--- src/rtl/dbg_chain_pkg.sv ---
package dbg_chain_pkg;

    localparam int IR_W    = 4;
    localparam int CHAIN_W = 4;
    localparam int CRC_W   = 8;
    localparam int DR_W    = CHAIN_W + CRC_W;

    localparam logic [CRC_W-1:0] CRC_POLY     = 8'h07;
    localparam logic [IR_W-1:0]  IR_CHAIN_SEL = 4'b0011;
    localparam logic [IR_W-1:0]  IR_DEBUG     = 4'b1000;

    typedef enum logic [CHAIN_W-1:0] {
        CH_IDLE  = 4'd0,
        CH_SPR   = 4'd1,
        CH_SPARE = 4'd2,
        CH_TRACE = 4'd3,
        CH_CTRL  = 4'd4,
        CH_BUS   = 4'd5
    } chain_code_e;

    typedef struct packed {
        logic capture;
        logic shift;
        logic update;
        logic tdi;
    } dr_ctl_t;

    function automatic logic [CRC_W-1:0] crc_step(input logic [CRC_W-1:0] crc,
                                                  input logic bit_in);
        logic fb;
        logic [CRC_W-1:0] nxt;
        fb  = crc[CRC_W-1] ^ bit_in;
        nxt = {crc[CRC_W-2:0], 1'b0};
        if (fb) nxt = nxt ^ CRC_POLY;
        return nxt;
    endfunction

    function automatic logic [CRC_W-1:0] crc_of(input logic [CHAIN_W-1:0] code);
        logic [CRC_W-1:0] acc;
        acc = '0;
        for (int i = 0; i < CHAIN_W; i++) acc = crc_step(acc, code[i]);
        return acc;
    endfunction

    function automatic logic chain_live(input logic [CHAIN_W-1:0] code,
                                        input bit trace_en);
        case (code)
            CH_SPR, CH_CTRL, CH_BUS: return 1'b1;
            CH_TRACE:                return trace_en;
            default:                 return 1'b0;
        endcase
    endfunction

endpackage

--- src/rtl/dbg_chain_bypass.sv ---
module dbg_chain_bypass (
    input  logic clk,
    input  logic rst,
    input  logic capture_i,
    input  logic shift_i,
    input  logic tdi_i,
    output logic q_o
);
    logic q;

    always_ff @(posedge clk) begin
        if (rst)            q <= 1'b0;
        else if (capture_i) q <= 1'b0;
        else if (shift_i)   q <= tdi_i;
    end

    assign q_o = q;

    // one shift delays tdi by exactly one stage
    assert_bypass_lag_R8: assert property (@(posedge clk) disable iff (rst)
        (shift_i && !capture_i) |=> (q_o == $past(tdi_i)));

endmodule

--- src/rtl/dbg_chain_select_reg.sv ---
module dbg_chain_select_reg
    import dbg_chain_pkg::*;
(
    input  logic               clk,
    input  logic               rst,
    input  logic [IR_W-1:0]    ir_i,
    input  dr_ctl_t            ctl_i,
    output logic               sr_lsb_o,
    output logic [CHAIN_W-1:0] active_o,
    output logic               crc_err_o
);
    localparam int CNT_W = $clog2(DR_W + 2);
    localparam logic [CNT_W-1:0] CNT_FULL = CNT_W'(DR_W);
    localparam logic [CNT_W-1:0] CNT_OVER = CNT_W'(DR_W + 1);
    localparam logic [CNT_W-1:0] CNT_DATA = CNT_W'(CHAIN_W);

    logic                sel;
    logic [DR_W-1:0]     sr_q;
    logic [CNT_W-1:0]    cnt_q;
    logic [CRC_W-1:0]    crc_q;
    logic [CHAIN_W-1:0]  active_q;
    logic                err_q;
    logic                word_ok;

    assign sel     = (ir_i == IR_CHAIN_SEL);
    assign word_ok = (cnt_q == CNT_FULL) && (sr_q[DR_W-1:CHAIN_W] == crc_q);

    always_ff @(posedge clk) begin
        if (rst) begin
            sr_q     <= '0;
            cnt_q    <= '0;
            crc_q    <= '0;
            active_q <= CH_IDLE;
            err_q    <= 1'b0;
        end else begin
            if (sel && ctl_i.capture) begin
                sr_q  <= {crc_of(active_q), active_q};
                cnt_q <= '0;
                crc_q <= '0;
            end else if (sel && ctl_i.shift) begin
                sr_q <= {ctl_i.tdi, sr_q[DR_W-1:1]};
                if (cnt_q != CNT_OVER) cnt_q <= cnt_q + 1'b1;
                if (cnt_q < CNT_DATA) crc_q <= crc_step(crc_q, ctl_i.tdi);
            end
            if (sel && ctl_i.update) begin
                if (word_ok) active_q <= sr_q[CHAIN_W-1:0];
                else         err_q    <= 1'b1;
            end
        end
    end

    assign sr_lsb_o  = sr_q[0];
    assign active_o  = active_q;
    assign crc_err_o = err_q;

    // the active chain moves only after an Update-DR under chain-select
    assert_chain_moves_on_update_R4: assert property (@(posedge clk) disable iff (rst)
        !$stable(active_q) |-> $past(sel && ctl_i.update));

    // the error flag is sticky
    assert_err_sticky_R4: assert property (@(posedge clk) disable iff (rst)
        !$fell(err_q));

    // the shift counter saturates one above a full word
    assert_cnt_bound_R5: assert property (@(posedge clk) disable iff (rst)
        cnt_q <= CNT_OVER);

endmodule

--- src/rtl/dbg_chain_route.sv ---
module dbg_chain_route
    import dbg_chain_pkg::*;
#(
    parameter int NUM_PORTS = 6,
    parameter bit TRACE_EN  = 1'b1
) (
    input  logic                 clk,
    input  logic                 rst,
    input  logic [IR_W-1:0]      ir_i,
    input  dr_ctl_t              ctl_i,
    input  logic [CHAIN_W-1:0]   active_i,
    input  logic [NUM_PORTS-1:0] chain_tdo_i,
    input  logic                 sel_tdo_i,
    input  logic                 byp_tdo_i,
    output logic                 tdo_o,
    output logic                 chain_tdi_o,
    output logic [NUM_PORTS-1:0] chain_capture_o,
    output logic [NUM_PORTS-1:0] chain_shift_o,
    output logic [NUM_PORTS-1:0] chain_update_o
);
    logic                 dbg;
    logic [NUM_PORTS-1:0] hit;
    logic                 any_hit;
    logic                 chain_tdo;

    assign dbg = (ir_i == IR_DEBUG);

    for (genvar i = 0; i < NUM_PORTS; i++) begin : g_port
        localparam logic [CHAIN_W-1:0] CODE = CHAIN_W'(i);
        assign hit[i]             = dbg && (active_i == CODE) && chain_live(CODE, TRACE_EN);
        assign chain_capture_o[i] = hit[i] & ctl_i.capture;
        assign chain_shift_o[i]   = hit[i] & ctl_i.shift;
        assign chain_update_o[i]  = hit[i] & ctl_i.update;
    end

    assign any_hit     = |hit;
    assign chain_tdo   = |(hit & chain_tdo_i);
    assign chain_tdi_o = ctl_i.tdi;

    always_comb begin
        if (ir_i == IR_CHAIN_SEL) tdo_o = sel_tdo_i;
        else if (any_hit)         tdo_o = chain_tdo;
        else                      tdo_o = byp_tdo_i;
    end

    // at most one chain is ever shifted
    assert_one_chain_R7: assert property (@(posedge clk) disable iff (rst)
        $onehot0(chain_shift_o));

    // no chain strobes outside the debug instruction
    assert_quiet_outside_debug_R9: assert property (@(posedge clk) disable iff (rst)
        !dbg |-> (chain_capture_o == '0 && chain_shift_o == '0 && chain_update_o == '0));

endmodule

--- src/rtl/dbg_chain_router.sv ---
module dbg_chain_router
    import dbg_chain_pkg::*;
#(
    parameter int NUM_PORTS = 6,
    parameter bit TRACE_EN  = 1'b1
) (
    input  logic                 clk,
    input  logic                 rst,
    input  logic [3:0]           ir_i,
    input  logic                 capture_dr_i,
    input  logic                 shift_dr_i,
    input  logic                 update_dr_i,
    input  logic                 tdi_i,
    input  logic [NUM_PORTS-1:0] chain_tdo_i,
    output logic                 tdo_o,
    output logic                 chain_tdi_o,
    output logic [NUM_PORTS-1:0] chain_capture_o,
    output logic [NUM_PORTS-1:0] chain_shift_o,
    output logic [NUM_PORTS-1:0] chain_update_o,
    output logic [3:0]           active_chain_o,
    output logic                 crc_error_o
);
    dr_ctl_t            ctl;
    logic               sel_tdo;
    logic               byp_tdo;
    logic [CHAIN_W-1:0] active;

    assign ctl = '{capture: capture_dr_i, shift: shift_dr_i,
                   update: update_dr_i, tdi: tdi_i};

    dbg_chain_select_reg u_select (
        .clk       (clk),
        .rst       (rst),
        .ir_i      (ir_i),
        .ctl_i     (ctl),
        .sr_lsb_o  (sel_tdo),
        .active_o  (active),
        .crc_err_o (crc_error_o)
    );

    dbg_chain_bypass u_bypass (
        .clk       (clk),
        .rst       (rst),
        .capture_i (capture_dr_i),
        .shift_i   (shift_dr_i),
        .tdi_i     (tdi_i),
        .q_o       (byp_tdo)
    );

    dbg_chain_route #(
        .NUM_PORTS (NUM_PORTS),
        .TRACE_EN  (TRACE_EN)
    ) u_route (
        .clk             (clk),
        .rst             (rst),
        .ir_i            (ir_i),
        .ctl_i           (ctl),
        .active_i        (active),
        .chain_tdo_i     (chain_tdo_i),
        .sel_tdo_i       (sel_tdo),
        .byp_tdo_i       (byp_tdo),
        .tdo_o           (tdo_o),
        .chain_tdi_o     (chain_tdi_o),
        .chain_capture_o (chain_capture_o),
        .chain_shift_o   (chain_shift_o),
        .chain_update_o  (chain_update_o)
    );

    assign active_chain_o = active;

endmodule

--- config.mk ---
export PLATFORM = sky130hd
export DESIGN_NAME = dbg_chain_router
export DESIGN_NICKNAME = d
export VERILOG_FILES = /design/src/rtl/dbg_chain_pkg.sv /design/src/rtl/dbg_chain_bypass.sv /design/src/rtl/dbg_chain_select_reg.sv /design/src/rtl/dbg_chain_route.sv /design/src/rtl/dbg_chain_router.sv
export SDC_FILE = /design/constraint.sdc
export NUM_CORES = 1
export LEC_CHECK = 0
export BUFFER_PORTS_ARGS = -buffer_cell sky130_fd_sc_hd__buf_2
export CORE_MARGIN = 5
export CORE_UTILIZATION = 53
export DETAILED_ROUTE_END_ITERATION = 12
export GPL_TIMING_DRIVEN = 0
export PLACE_DENSITY = 0.9
export SLEW_MARGIN = 40
export SYNTH_ARGS = -nofsm -noshare
export SYNTH_HDL_FRONTEND = slang
export SYNTH_SLANG_ARGS = --single-unit
--- constraint.sdc ---
create_clock -name clk -period 1.69 [get_ports clk]
set_input_delay 0.0845 -clock clk [delete_from_list [all_inputs] [get_ports clk]]
set_output_delay 0.0845 -clock clk [all_outputs]
set_load 0.05 [all_outputs]
== Word level (Yosys, flattened, before mapping) ==
Index checks and enable logic that the tools add are counted.
W data, S select, Z words.
Operators by class
  $add $sub $neg: 1
  multiply operators: 0
  mux-type cells: 15
  bitwise gates (word level): 22
  divide/modulo/power cells: 0
  equality and inequality tests: 9
  magnitude comparators: 1
  reduce and logical (&&, ||, !) cells: 17
  shift operators: 0
Operators by type and width (count)
  $mux W8: 6
  $mux W12: 2
  $mux W3: 5
  $and A1 B1 Y1: 12
  $not A3 Y3: 4
  $eq A4 B2 Y1 const B: 2
  $eq A4 B3 Y1 const B: 2
  $eq A4 B4 Y1 const B: 2
  $eq A8 B8 Y1: 1
  $logic_and A1 B1 Y1: 8
  $reduce_and A2 Y1: 4
  $and A6 B6 Y6: 1
  $reduce_or A6 Y1: 1
  $add A4 B1 Y4 const B: 1
  $eq A4 B1 Y1 const B: 1
  $lt A4 B3 Y1 const B: 1
  $ne A4 B4 Y1 const B: 1
  $reduce_or A2 Y1: 2
  $reduce_or A4 Y1: 1
  $xor A1 B1 Y1: 4
  $mux W1: 2
  $reduce_bool A2 Y1: 1
  $not A1 Y1: 1
Storage, ports and cells
  ROM bits: 0
  bits in latches: 0
  logic and storage cells: 71
  output and inout bits: 25
  register bits: 30
  RAM bits: 0
  memories: 0

== Longest topological paths before layout ==
  word-level depth: 15
  gate-level depth with buffers: 6

== Hierarchy ==
From an unflattened synthesis, not the netlist that was laid out.
Second synthesis, totals
  cell total of the unflattened synthesis: 210
  area total of the unflattened synthesis: 1783.0 µm²
By module, submodules not included
  dbg_chain_select_reg: instances 1, cells each 165, area each 1478.9 µm²
  dbg_chain_route: instances 1, cells each 42, area each 264.0 µm²
  dbg_chain_bypass: instances 1, cells each 3, area each 40.0 µm²

== Worst setup path before layout ==
OpenSTA, ideal clock, no wires.
  kind: register to output
  start point: reg u_select.active_q[1] (netlist: u_select.active_o[1])
  end point: out tdo_o
  path slack: -909 ps
  required time: 1605 ps
  buffers on the path: 0
  data arrival time: 2514 ps
  cell stages (with the launch flop): 7
  cell sequence: dfxtp_1 -> inv_1 -> ha_1 -> o21ai_0 -> a21bo_2 -> a22oi_1 -> o21ai_0
On the way
  cells in the longest elaborated chain, start to end: 6
RTL lines
  start: declaration: RTL line dbg_chain_select_reg.sv:21  | logic [CHAIN_W-1:0] active_q;
  start signal: assignment: RTL line dbg_chain_select_reg.sv:46  | if (word_ok) active_q <= sr_q[CHAIN_W-1:0];
  $eq A4 B1 Y1 (tied with other cells): RTL line dbg_chain_route.sv:30  | assign hit[i] = dbg && (active_i == CODE) && chain_live(CODE, TRACE_EN);
  $logic_and A1 B1 Y1: RTL line dbg_chain_route.sv:30
  $and A6 B6 Y6: RTL line dbg_chain_route.sv:37  | assign chain_tdo = |(hit & chain_tdo_i);
  $reduce_or A6 Y1: RTL line dbg_chain_route.sv:37
  $mux W1 (*): RTL line dbg_chain_route.sv:42  | else if (any_hit) tdo_o = chain_tdo;
  $mux W1 (*): RTL line dbg_chain_route.sv:41  | if (ir_i == IR_CHAIN_SEL) tdo_o = sel_tdo_i;
  end: declaration: RTL line dbg_chain_router.sv:15  | output logic tdo_o,
Every way passes the cells marked *; elsewhere a longest branch is shown, timed or not.

== Worst setup path in the final report ==
  start point: reg u_select.active_q[3] (netlist: u_select.active_o[3])
  end point: out tdo_o
The elaborated chain is that of the path after synthesis.

==> run summary <==
Status: finished with violations
Failing checks: negative setup slack
Post-synth EDFFs: 0
Async SR Flop Fraction: 0%
Post-layout util: 66.02%
Full die area: 0.004566 mm^2
Die X-Extent: 67.57 um
Vias: 1,634
Clk sink count: 30
HP Class: in2reg
Overall Global Routing Usage: 20.74%
Synthesis-stage register bit count: 30
DRT Wirelength: 4515 um
Initial Util: 53.49%
Required time of the critical path: 1.61 ns
Die height: 67.57 um
CTS tree: yes
Final setup fails: 1
Remaining routing DRC violations: 0
Vias/cell: 5.502
Final antenna-violating net count: 0
Worst EP arrival: 1.66 ns
Pwr Density: 586.8 mW/mm^2
Final Hold Viols: 0
Syn. warnings: 0
Core area: 0.003284 mm^2
Grt ovf: 0
CTS root buf: clkbuf_4
Static Leak: 0.9137 nW
Mapped Area: 0.001757 mm^2
Max clock buf depth: 2
H-Tree Depth: 2
DRT Pass-1 Iters: 4
Final worst slack: -0.05601 ns
Critical Path End Type: output port
Layout cells sized above 1: 28.69%
Placed standard-cell area: 0.001999 mm^2
Largest net degree at the start of global routing: 11
Period minus WS final: 1.746 ns
Fmax: 0.5727 GHz
Worst-margin pin slew: 0.6210 ns
Synth unique cells: 37
Nets: 275
Share of the yosys chip area belonging to registers: 34.19%
WL per Instance: 15.20 um
Fin Clk Skew: 0.01300 ns
IO Pins: 41
GP Congestion: 0.8371
Syn Inst Count: 204
Area grow syn2layout: 23.43%
First-pass GRT wire length: 6989 um
WS Path Type: reg2out
Crit-path max FO: 5
Worst-path clk slew: 0.09 ns
Slew Viols, Final: 0
Post-route cell area: 0.002168 mm^2
Critical Path Source Type: register
Clock latency on the worst-skew pair: 0.33 ns
Maximum vdd drop: 0.3907 mV
DRT iter0 DRCs: 108
CTS Buf Count: 5
Site Rows: 21
Ant. Diodes: 0
Final period util: 103.3%
Final Hold Slack: 0.05640 ns
Vias in the first global route: 1,494
Initial antenna violation count: 0
Dpl ws: 0.06289 ns
Max-Cap Viols: 0
Worst relative slew slack: 58.49%
Dominant register cell in the synthesized netlist: dfxtp_1
RSZ-0062 raised after global routing: yes
CTS Hold Bufs: 0
Port buffer count: 30
Syn Area/Cell: 8.611 um^2
DP HPWL: 3049 um
-- synth_stat cells (2+ instances only) --
master	instances	area share (%)
a221oi_1	2	1.0
nor3_1	2	0.57
inv_1	12	2.6
and3_1	3	1.1
and2_1	6	2.1
mux2i_1	13	7.4
a22oi_1	7	3.0
ha_1	8	5.7
nand4_1	3	1.1
nor2_1	22	4.7
nand3_1	16	4.6
nand2b_1	9	3.2
buf_4	8	3.4
a21oi_1	8	2.3
buf_2	2	0.57
xor2_1	2	1.0
dfxtp_1	30	34
xnor2_1	14	7.0
a311oi_1	4	2.0
nand2_1	8	1.7
or3_1	2	0.71
clkbuf_1	3	0.64
o21ai_0	6	1.7
-- critical path: stages, from the launching register on --
cell and delay (ns):
dfxtp_4 0.38, inv_4 0.08, ha_4 0.16, o21ai_1 0.09, a21bo_2 0.22, a22oi_2 0.19
o21ai_4 0.06, buf_6 0.15
-- sequential cells by signal, summed over array words and instances (netlist names) --
register	count
u_bypass.q_o	1
u_select.cnt_q	4
u_select.crc_err_o	1
u_select.active_o	4
u_select.sr_q	12
u_select.crc_q	8
-- worst paths after layout --
kind | from | cells after the start | slack, ns | to
min reg2reg | u_select.sr_q[2] | 2 | 0.48 | u_select.active_o[2]
max reg2reg | u_select.sr_q[6] | 4 | 0.07 | u_select.active_o[0]
max | u_select.active_o[3] | 7 | -0.06 | tdo_o
min | rst | 3 | 0.06 | u_select.active_o[2]
-- cells by family after synthesis --
| kind of cell | after synthesis | synth area share [%] |
|---|---|---|
| other | 1 | 0.2135 |
| AOI/OAI and AO/OA | 30 | 11.25 |
| DFF | 30 | 34.19 |
| buffers and inverters | 27 | 8.048 |
| and+or+nand+nor | 79 | 25.21 |
| muxes | 13 | 7.407 |
| adders and majority gates | 8 | 5.698 |
| xor gates and xnor gates | 16 | 7.978 |
-- cell usage in the layout, fill, tap and decap left out, types with 3 or more instances in the layout --
cell / Yosys / final
nand2b_1: 9 / 9
mux2i_1: 13 / 13
dfxtp_1: 30 / 26
xnor2_1: 14 / 14
nor2_1: 22 / 22
and3_1: 3 / 3
ha_4: 0 / 4
and2_1: 6 / 6
a311oi_1: 4 / 4
o21ai_1: 1 / 3
inv_4: 0 / 3
o21ai_0: 6 / 3
nand2_1: 8 / 8
inv_1: 12 / 9
nand3_1: 16 / 16
ha_1: 8 / 3
buf_2: 2 / 31
a22oi_1: 7 / 5
a21oi_1: 8 / 8
buf_4: 8 / 13
clkbuf_4: 0 / 5
conb_1: 1 / 6
nand4_1: 3 / 3
dfxtp_4: 0 / 4
clkbuf_1: 3 / 5
-- through the flow --
step,TNS (ns),std cells,power (mW)
after global routing,-0.09691,297,1.307
after global placement,0,285,0.8841
final,-0.05601,297,1.272
after floorplan,0,209,0.8502
after CTS,0,297,1.260
after detailed placement,0,285,0.8871
-- power by group --
| part | switching [mW] | leakage [nW] | total [mW] | internal [mW] |
|---|---|---|---|---|
| Sequential | 0.00634 | 0.245 | 0.713 | 0.707 |
| Clock | 0.244 | 0.0254 | 0.401 | 0.157 |
| Combinational | 0.104 | 0.643 | 0.159 | 0.0541 |
| Total | 0.355 | 0.914 | 1.27 | 0.917 |
-- layout make-up --
class	count	area [um^2]
Buffer	15	96.34
Multi-Input combinational cell	152	1107
Clock buffer	7	45.04
Timing Repair Buffer	35	193.9
Fill cell	249	1116
Tap cell	46	57.56
Inverter	12	52.55
Sequential cell	30	615.6
-- layer usage --
metal	GRT usage (%)	up-vias	part of all wire [%]
met3	3.328	16	9.1
li1	-	784	-
met1	22.13	749	38
met4	10.63	0	3.3
met2	38.64	85	50
met5	0	-	0
-- timing repair --
item | CTS | global route
hold endpoints to repair | 0 | 0
setup endpoints to repair | 1 | 2
gates resized for setup | 23 | 2
buffers inserted | 5 | 0
pin swaps | 1 | 1
No activity file was read; power rests on OpenSTA's default activity.
